==> config.mk <==
export PLATFORM = sky130hd
export DESIGN_NAME = txn_order_arbiter
export DESIGN_NICKNAME = d
export VERILOG_FILES = /design/src/rtl/ordarb_pkg.sv /design/src/rtl/ordarb_age_cmp.sv /design/src/rtl/ordarb_elig.sv /design/src/rtl/ordarb_rr.sv /design/src/rtl/txn_order_arbiter.sv
export SDC_FILE = /design/constraint.sdc
export NUM_CORES = 1
export LEC_CHECK = 0
export BUFFER_PORTS_ARGS = -buffer_cell sky130_fd_sc_hd__buf_2
export CAP_MARGIN = 30
export CORE_MARGIN = 2
export CORE_UTILIZATION = 51
export DETAILED_ROUTE_END_ITERATION = 6
export PLACE_DENSITY_LB_ADDON = 0.15
export REMOVE_ABC_BUFFERS = 1
export SLEW_MARGIN = 10
export SYNTH_ARGS = -nofsm -noshare
export SYNTH_HDL_FRONTEND = slang
export SYNTH_SLANG_ARGS = --single-unit
==> constraint.sdc <==
create_clock -name clk -period 3.3 [get_ports clk]
set_input_delay 0.66 -clock clk [delete_from_list [all_inputs] [get_ports clk]]
set_output_delay 0.66 -clock clk [all_outputs]
set_load 0.005 [all_outputs]
==> src/rtl/ordarb_pkg.sv <==
package ordarb_pkg;
  localparam int unsigned NQ  = 4;
  localparam int unsigned QIW = 2;

  typedef enum logic [QIW-1:0] {
    Q_PW = 2'd0,
    Q_RC = 2'd1,
    Q_RR = 2'd2,
    Q_CW = 2'd3
  } qid_e;

  typedef logic [NQ-1:0] qmask_t;
endpackage

==> src/rtl/ordarb_age_cmp.sv <==
module ordarb_age_cmp #(
  parameter int unsigned W = 8
) (
  input  logic [W-1:0] stamp_a,
  input  logic [W-1:0] stamp_b,
  output logic         a_older
);
  logic [W-1:0] gap;

  always_comb begin
    gap     = stamp_b - stamp_a;
    a_older = (gap != '0) && !gap[W-1];
  end
endmodule

==> src/rtl/ordarb_elig.sv <==
module ordarb_elig
  import ordarb_pkg::*;
#(
  parameter int unsigned W = 8
) (
  input  qmask_t          valid_i,
  input  logic [NQ*W-1:0] stamps_i,
  output qmask_t          elig_o
);
  logic [W-1:0] st [NQ];
  qmask_t       pw_older;
  logic         cw_older_rr;

  for (genvar q = 0; q < NQ; q++) begin : g_unpack
    assign st[q] = stamps_i[q*W +: W];
  end

  // posted write against each other queue head
  assign pw_older[0] = 1'b0;
  for (genvar q = 1; q < NQ; q++) begin : g_pw_cmp
    ordarb_age_cmp #(.W(W)) u_cmp (
      .stamp_a (st[Q_PW]),
      .stamp_b (st[q]),
      .a_older (pw_older[q])
    );
  end

  ordarb_age_cmp #(.W(W)) u_cw_rr (
    .stamp_a (st[Q_CW]),
    .stamp_b (st[Q_RR]),
    .a_older (cw_older_rr)
  );

  always_comb begin
    elig_o = valid_i;
    for (int q = 1; q < NQ; q++) begin
      if (valid_i[Q_PW] && pw_older[q]) elig_o[q] = 1'b0;
    end
    if (valid_i[Q_CW] && cw_older_rr) elig_o[Q_RR] = 1'b0;
  end
endmodule

==> src/rtl/ordarb_rr.sv <==
module ordarb_rr #(
  parameter int unsigned N  = 4,
  localparam int unsigned IW = (N > 1) ? $clog2(N) : 1
) (
  input  logic [N-1:0]  req_i,
  input  logic [IW-1:0] ptr_i,
  output logic [N-1:0]  pick_o,
  output logic [IW-1:0] pick_idx_o,
  output logic          any_o
);
  always_comb begin
    logic found;
    int   idx;
    found      = 1'b0;
    pick_o     = '0;
    pick_idx_o = '0;
    for (int k = 0; k < N; k++) begin
      idx = int'(ptr_i) + k;
      if (idx >= int'(N)) idx = idx - int'(N);
      if (!found && req_i[idx]) begin
        found      = 1'b1;
        pick_o     = '0;
        pick_o[idx] = 1'b1;
        pick_idx_o = IW'(idx);
      end
    end
    any_o = found;
  end


  rr_pick_onehot_chk: assert final ($onehot0(pick_o));
endmodule

==> src/rtl/txn_order_arbiter.sv <==
module txn_order_arbiter
  import ordarb_pkg::*;
#(
  parameter int unsigned STAMP_W = 8
) (
  input  logic               clk,
  input  logic               rst_n,
  input  logic [3:0]         head_valid,
  input  logic [STAMP_W-1:0] pw_stamp,
  input  logic [STAMP_W-1:0] rc_stamp,
  input  logic [STAMP_W-1:0] rr_stamp,
  input  logic [STAMP_W-1:0] cw_stamp,
  input  logic               bus_done,
  output logic [3:0]         grant,
  output logic               busy,
  output logic [3:0]         pop
);
  localparam int unsigned SW = NQ * STAMP_W;

  logic [SW-1:0]  stamps;
  qmask_t         elig;
  qmask_t         pick;
  logic [QIW-1:0] pick_idx;
  logic           any_elig;
  logic [QIW-1:0] ptr_q;
  qmask_t         gnt_q;
  logic           busy_q;
  logic           issue;

  assign stamps = {cw_stamp, rr_stamp, rc_stamp, pw_stamp};

  ordarb_elig #(.W(STAMP_W)) u_elig (
    .valid_i  (head_valid),
    .stamps_i (stamps),
    .elig_o   (elig)
  );

  ordarb_rr #(.N(NQ)) u_rr (
    .req_i      (elig),
    .ptr_i      (ptr_q),
    .pick_o     (pick),
    .pick_idx_o (pick_idx),
    .any_o      (any_elig)
  );

  assign issue = !busy_q && any_elig;

  always_ff @(posedge clk) begin
    if (!rst_n) begin
      gnt_q  <= '0;
      busy_q <= 1'b0;
      ptr_q  <= QIW'(Q_PW);
    end else if (issue) begin
      gnt_q  <= pick;
      busy_q <= 1'b1;
      ptr_q  <= pick_idx + QIW'(1);
    end else if (busy_q && bus_done) begin
      gnt_q  <= '0;
      busy_q <= 1'b0;
    end
  end

  assign grant = gnt_q;
  assign busy  = busy_q;
  assign pop   = gnt_q & {NQ{bus_done}};

  function automatic logic older_f(input logic [STAMP_W-1:0] a,
                                   input logic [STAMP_W-1:0] b);
    logic [STAMP_W-1:0] d;
    d = b - a;
    return (d != '0) && (d < (STAMP_W'(1) << (STAMP_W - 1)));
  endfunction


  grant_onehot_chk: assert property (@(posedge clk) disable iff (!rst_n)
    $onehot0(grant));


  grant_valid_chk: assert property (@(posedge clk) disable iff (!rst_n)
    busy |-> ((grant & head_valid) != '0));


  rc_behind_pw_chk: assert property (@(posedge clk) disable iff (!rst_n)
    $rose(grant[1]) |-> !($past(head_valid[0]) && older_f($past(pw_stamp), $past(rc_stamp))));


  rr_behind_pw_chk: assert property (@(posedge clk) disable iff (!rst_n)
    $rose(grant[2]) |-> !($past(head_valid[0]) && older_f($past(pw_stamp), $past(rr_stamp))));


  cw_behind_pw_chk: assert property (@(posedge clk) disable iff (!rst_n)
    $rose(grant[3]) |-> !($past(head_valid[0]) && older_f($past(pw_stamp), $past(cw_stamp))));


  rr_behind_cw_chk: assert property (@(posedge clk) disable iff (!rst_n)
    $rose(grant[2]) |-> !($past(head_valid[3]) && older_f($past(cw_stamp), $past(rr_stamp))));


  grant_hold_chk: assert property (@(posedge clk) disable iff (!rst_n)
    (busy && !bus_done) |=> (busy && $stable(grant)));


  grant_release_chk: assert property (@(posedge clk) disable iff (!rst_n)
    (busy && bus_done) |=> (grant == '0 && !busy));


  pop_idle_chk: assert property (@(posedge clk) disable iff (!rst_n)
    !busy |-> (pop == '0));
endmodule

# ---- Word level (Yosys, flattened, before mapping)
# Index checks and enable logic that the tools add are counted.
dict set report totals {
  reg_bits 7
  in_bits 39
  elab_cells 102
}
dict set report classes {
  n_addsub 12
  n_lt_le_gt_ge 12
  muxes 44
  bitwise 1
  n_reduce_logical 30
}
# cell count
set op_table {}
lappend op_table {{greater-or-equal comparator 32 x 1 -> 1 bit (second input constant)} 4}
lappend op_table {{< comparator 32 x 4 -> 1 bit (second input constant)} 4}
lappend op_table {{two-way mux 32 bit} 4}
lappend op_table {{greater-or-equal comparator 32 x 4 -> 1 bit (second input constant)} 3}
lappend op_table {{subtractor 32 x 4 -> 32 bit (second input constant)} 3}
lappend op_table {{nonzero test 8 bit} 4}
lappend op_table {{subtractor 8 bit} 4}
lappend op_table {{two-way mux 4 bit} 6}
lappend op_table {{two-way mux 1 bit} 22}
lappend op_table {{logical AND 1 bit} 17}
lappend op_table {{binary-select mux 1 bit (select 2 bit)} 4}
lappend op_table {{demux 1 bit (select 2 bit)} 4}
lappend op_table {{logical NOT 1 bit} 8}
lappend op_table {{two-way mux 2 bit} 4}
lappend op_table {{adder 2 x 2 -> 3 bit (second input constant)} 2}
lappend op_table {{bitwise AND 4 bit} 1}
lappend op_table {{subtractor 2 x 3 -> 4 bit (second input constant)} 1}
lappend op_table {{adder 2 x 1 -> 3 bit (second input constant)} 1}
lappend op_table {{greater-or-equal comparator 2 x 3 -> 1 bit (second input constant)} 1}
lappend op_table {{adder 2 x 1 -> 2 bit (second input constant)} 1}
lappend op_table {{nonzero test 2 bit} 1}

# ---- Logic depth before layout (Yosys ltp)
dict set report depth {
  depth_word 21
  depth_mapped 14
}

# ---- Hierarchy
# From an unflattened synthesis, not the netlist that was laid out.
dict set report unflattened {
  cells_unflattened 306
  hier_area_um2 2376.0
}
# module n_inst cells_per_inst area_each_um2
set by_module_without_submodules {}
lappend by_module_without_submodules {{ordarb_age_cmp (u_elig.g_pw_cmp[2].u_cmp ...)} 3 53 387.9}
lappend by_module_without_submodules {ordarb_rr 1 54 471.7}
lappend by_module_without_submodules {{ordarb_age_cmp (u_elig.g_pw_cmp[1].u_cmp)} 1 53 384.1}
lappend by_module_without_submodules {txn_order_arbiter 1 35 315.3}
lappend by_module_without_submodules {ordarb_elig 1 5 41.3}

# ---- Worst setup path before layout
# No wires, ideal clock.
dict set report synth_path {
  kind {in2reg}
  start {input port rr_stamp[0]}
  end {register ptr_q[1]}
  setup_ps 127
  arrival_ps 3466
  setup_slack_ps -292
  cell_stages 14
  path_buffers 0
  cell_sequence {inv_1 -> ha_1 -> fa_1 -> nand2b_2 -> a21oi_2 -> nor4b_1 -> or4_4 -> nor3_2 -> o31a_4 -> nor2_2 -> or4_4 -> a21o_1 -> o32ai_1 -> nor3_1}
}
dict set report synth_between {
  elab_chain_cells 20
  word_cells_on_any_way 40
  cone_classes {add/sub (3); mux (22); reduce/logical (15)}
}
# element line_no
set synth_lines {}
lappend synth_lines {{start: declaration} txn_order_arbiter.sv:11} ;# input logic [STAMP_W-1:0] rr_stamp,
lappend synth_lines {{subtractor 8 bit} ordarb_age_cmp.sv:11} ;# gap = stamp_b - stamp_a;
lappend synth_lines {{nonzero test 8 bit or logical NOT 1 bit (tied branches)} ordarb_age_cmp.sv:12} ;# a_older = (gap != '0) && !gap[W-1];
lappend synth_lines {{logical AND 1 bit} ordarb_age_cmp.sv:12}
lappend synth_lines {{logical AND 1 bit} ordarb_elig.sv:37} ;# if (valid_i[Q_PW] && pw_older[q]) elig_o[q] = 1'b0;
lappend synth_lines {{two-way mux 1 bit} ordarb_elig.sv:37}
lappend synth_lines {{two-way mux 1 bit (*)} ordarb_elig.sv:39} ;# if (valid_i[Q_CW] && cw_older_rr) elig_o[Q_RR] = 1'b0;
lappend synth_lines {{binary-select mux 1 bit (select 2 bit)} ordarb_rr.sv:20} ;# if (!found && req_i[idx]) begin
lappend synth_lines {{two-way mux 1 bit (implied by the code) (2 in series)} ordarb_rr.sv:20}
lappend synth_lines {{[3 not listed]} -}
lappend synth_lines {{two-way mux 1 bit} ordarb_rr.sv:20}
lappend synth_lines {{logical NOT 1 bit} ordarb_rr.sv:20}
lappend synth_lines {{logical AND 1 bit} ordarb_rr.sv:20}
lappend synth_lines {{two-way mux 1 bit} ordarb_rr.sv:20}
lappend synth_lines {{logical NOT 1 bit} ordarb_rr.sv:20}
lappend synth_lines {{logical AND 1 bit} ordarb_rr.sv:20}
lappend synth_lines {{two-way mux 2 bit or two-way mux 1 bit (tied branches)} ordarb_rr.sv:20}
lappend synth_lines {{adder 2 x 1 -> 2 bit or logical AND 1 bit (tied branches)} {txn_order_arbiter.sv:56, txn_order_arbiter.sv:46}}
lappend synth_lines {{end signal: assignment} txn_order_arbiter.sv:52} ;# ptr_q <= QIW'(Q_PW);
lappend synth_lines {{end signal: assignment} txn_order_arbiter.sv:56} ;# ptr_q <= pick_idx + QIW'(1);
lappend synth_lines {{end: declaration} txn_order_arbiter.sv:25} ;# logic [QIW-1:0] ptr_q;
# Every way passes the cells marked *; elsewhere a longest branch is shown, timed or not. The select of a mux whose other input is x is not followed.
# A chain may end at the register's enable or synchronous reset.

# ---- Final worst setup path
dict set report layout_path {
  start {input port rr_stamp[1]}
  end {register ptr_q[1]}
}
# Same word-level chain as after synthesis.

==> flow_summary.yaml <==
run_status:
  outcome: "finished with violations"
  violations: "DRC, setup timing"
timing:
  tightest_slew_ns: 0.388
  skew_ns: 0.00688
  setup_viol: 6
  relSlewSlack_pct: 73.8
  timing.final.ws_setup_ns: -0.156
  rsz0062_at_grt: "true"
  hold_viol: 0
  fin_crit_sh_pct: 105
  fmax_mhz: 289
  fin_crit_ns: 3.46
  slew_violations: 0
setup_path:
  crit_path_start_kind: "input port"
  arrival_ns: 3.57
  timing.rr.end: "grant[3]"
  r2r_start: "ptr_q[1]"
  critPathMaxFanout: 7
  worst-endpoint-required_ns: 3.41
  end_kind: "flop"
  reg2reg_slack_ns: 0.49
  worstSetupPathType: "in -> reg"
  reg2reg_depth: 12
worst_hold_path:
  min_from: "grant[2]"
  min_delay_path_depth: 3
  worstHoldPathType: "reg -> reg"
  min_to: "grant[2]"
synth:
  ys_types: 67
  ys_seq_area_share_pct: 6.15
  synth_edf_count: 0
  async_flop_share_pct: 0
  ys_warn_count: 0
  ys.flop_type: "dfxtp_1"
  ys_ff_latch: 7
  synth_area_mm2: 0.00228
  synth_area_per_cell_um2: 7.42
  syn-instance-count: 307
floorplan:
  start_util_pct: 52.7
  pin_count: 48
  core_mm2: 0.00432
  rows: 24
  die_y_um: 70.8
  die-width_um: 70.8
  dieArea_mm2: 0.00502
power_and_ir_drop:
  p_int_uw: 713
  p_per_area_mw_per_mm2: 404
  p_sw_share_pct: 47.4
  peakVddDrop_mv: 0.371
  pwr-share-seq_pct: 10.6
  pwr-share-clk_pct: 9.6
  p_leak_uw: 0.00160
  p_comb_share_pct: 79.8
  switchingPower_uw: 643
placement:
  dpl_cell_area_mm2: 0.00297
  place_hpwl_mm: 5.28
  place_congestion: 0.887
  port_buffers: 47
clock_network:
  numCtsBuffers: 3
  clock_latency_ns: 0.24
  cts_hold_buffers: 0
  tritoncts: "done"
  cts-root-buf: "clkbuf_8"
  cts_buffer_depth: 2
  cts.sinks: 7
  htree_levels: 1
  clk_pin_slew_worst_paths_ns: 0.05
drt:
  vias: 2779
  drtAntennaViolNets: 0
  drcViolationCount: 1
  avgViaCountPerCell: 5.95
  wirelength_mm: 7.09
  drt-initial-drc-count: 161
  first_pass_iters: 7
  wl_per_cell_um: 15.2
final_layout:
  fin_area_mm2: 0.00336
  final_util_pct: 77.6
  antenna-diode-count: 0
  area_growth_pct: 47.3
  drive_above_1_share_pct: 42.4
  nets: 491
global_route:
  grt_max_degree: 13
  track_usage_pct: 27.0
  grt_pass1_vias: 2577
  grt-ovfl-total: 0
  antenna_found_initial: 0
  grt_first_pass_wirelength_mm: 11.4
job:
  maxCapViolCount: 0
==> cells in the final DEF, fill, tap and decap left out, types with 8 or more instances in the layout <==
cell type and instances:
buf_4 55, a21oi_1 21, inv_1 24, ha_1 29, nor2b_1 10, nand2_1 19, nand2b_1 10, and2_1 9
o21ai_0 11, xor2_1 8, buf_2 44, nor2_1 27
==> metrics by stage <==
step | TNS [ns] | worst slack, ns | hold slack, ns | std cells | power, µW
after floorplan | -1.04 | -0.292 | 0.610 | 304 | 716
after global placement | -2.55 | -0.465 | 0.636 | 456 | 998
after detailed placement | -2.80 | -0.532 | 0.655 | 456 | 1010
after CTS | -0.508 | -0.141 | 0.661 | 464 | 1250
after global routing | -1.23 | -0.285 | 0.720 | 467 | 1440
final | -0.540 | -0.156 | 0.669 | 467 | 1360
==> cell usage after synthesis, types with 4 or more instances <==
library cell	number	share of area (%)
a21o_1	6	2.0
a21oi_1	23	5.1
a221oi_1	4	1.5
a22oi_1	4	1.3
a31oi_1	4	1.1
and2_1	9	2.5
dfxtp_1	7	6.2
fa_1	4	3.5
ha_1	32	18
inv_1	27	4.4
mux2i_1	4	1.8
nand2_1	19	3.1
nand2b_1	10	2.7
nand3_1	4	0.88
nor2_1	29	4.8
nor2b_1	11	3.0
nor3_1	7	1.5
o21ai_0	14	3.1
o22ai_1	5	1.4
or3_1	4	1.1
xnor2_1	5	1.9
xor2_1	8	3.1
==> critical path: stages <==
cell and delay (ns):
buf_2 0.10, buf_4 0.13, ha_1 0.27, nor2b_1 0.15, o2111ai_1 0.22, nand3_2 0.15
a31o_2 0.29, xnor2_1 0.14, o31a_4 0.39, nor2_4 0.13, buf_4 0.15, nor3_1 0.06
or3b_2 0.50, o32ai_2 0.15, nor3_1 0.07
==> worst max-delay path by stage <==
stage	startpoint	endpoint	depth (start not counted)
6_report	rr_stamp[1]	ptr_q[1]	15
4_1_cts	rr_stamp[1]	ptr_q[1]	15
5_1_grt	cw_stamp[0]	ptr_q[0]	14
2_1_floorplan	rr_stamp[0]	ptr_q[1]	14
3_5_place_dp	rr_stamp[0]	ptr_q[1]	15
3_3_place_gp	rr_stamp[0]	ptr_q[1]	15
==> power groups by stage <==
stage	registers, µW	logic (µW)	clock network, µW
finish	144	1080	130
global route	147	1160	132
CTS	142	983	128
detailed placement	143	871	0
global placement	142	857	0
floorplan	143	573	0
==> flip-flops by register name, indices dropped and copies added, names as in the netlist <==
register	flops
busy	1
grant	4
ptr_q	2
==> timing repair <==
| item | CTS | global route |
|---|---|---|
| setup endpoints to repair | 6 | 6 |
| endpoints found under the hold margin | 0 | 0 |
| pin swaps | 23 | 28 |
| cloned | 0 | 0 |
| resized for setup | 37 | 28 |
| setup buffers | 4 | 3 |
==> cell type report <==
class / instances / area (µm²)
flip-flops and latches: 7 / 140
clock inverters: 1 / 5.00
multi-input cells: 269 / 2270
inverters: 28 / 110
clock buffers: 3 / 41.3
repair buffers: 107 / 727
well taps: 52 / 65.1
fillers: 305 / 968
==> kinds of logic (layout without fill, tap and decap cells) <==
family,after synthesis,in the layout,share of synthesized area [%]
fa+ha+maj,36,36,21.1
xor+xnor,13,13,5.00
buf+inv,31,139,5.11
simple gates,117,117,28.2
flops,7,7,6.15
compound gates,98,98,32.1
mux,5,5,2.42
==> layer usage <==
metal / vias to the layer above / wire, µm / track usage (%)
met5: - / 0 / 0
met3: 13 / 398 / 1.99
met4: 0 / 84 / 2.31
met1: 1314 / 3230 / 37.6
li1: 1352 / - / -
met2: 100 / 3380 / 47.7
(Power assumes the default switching activity.)
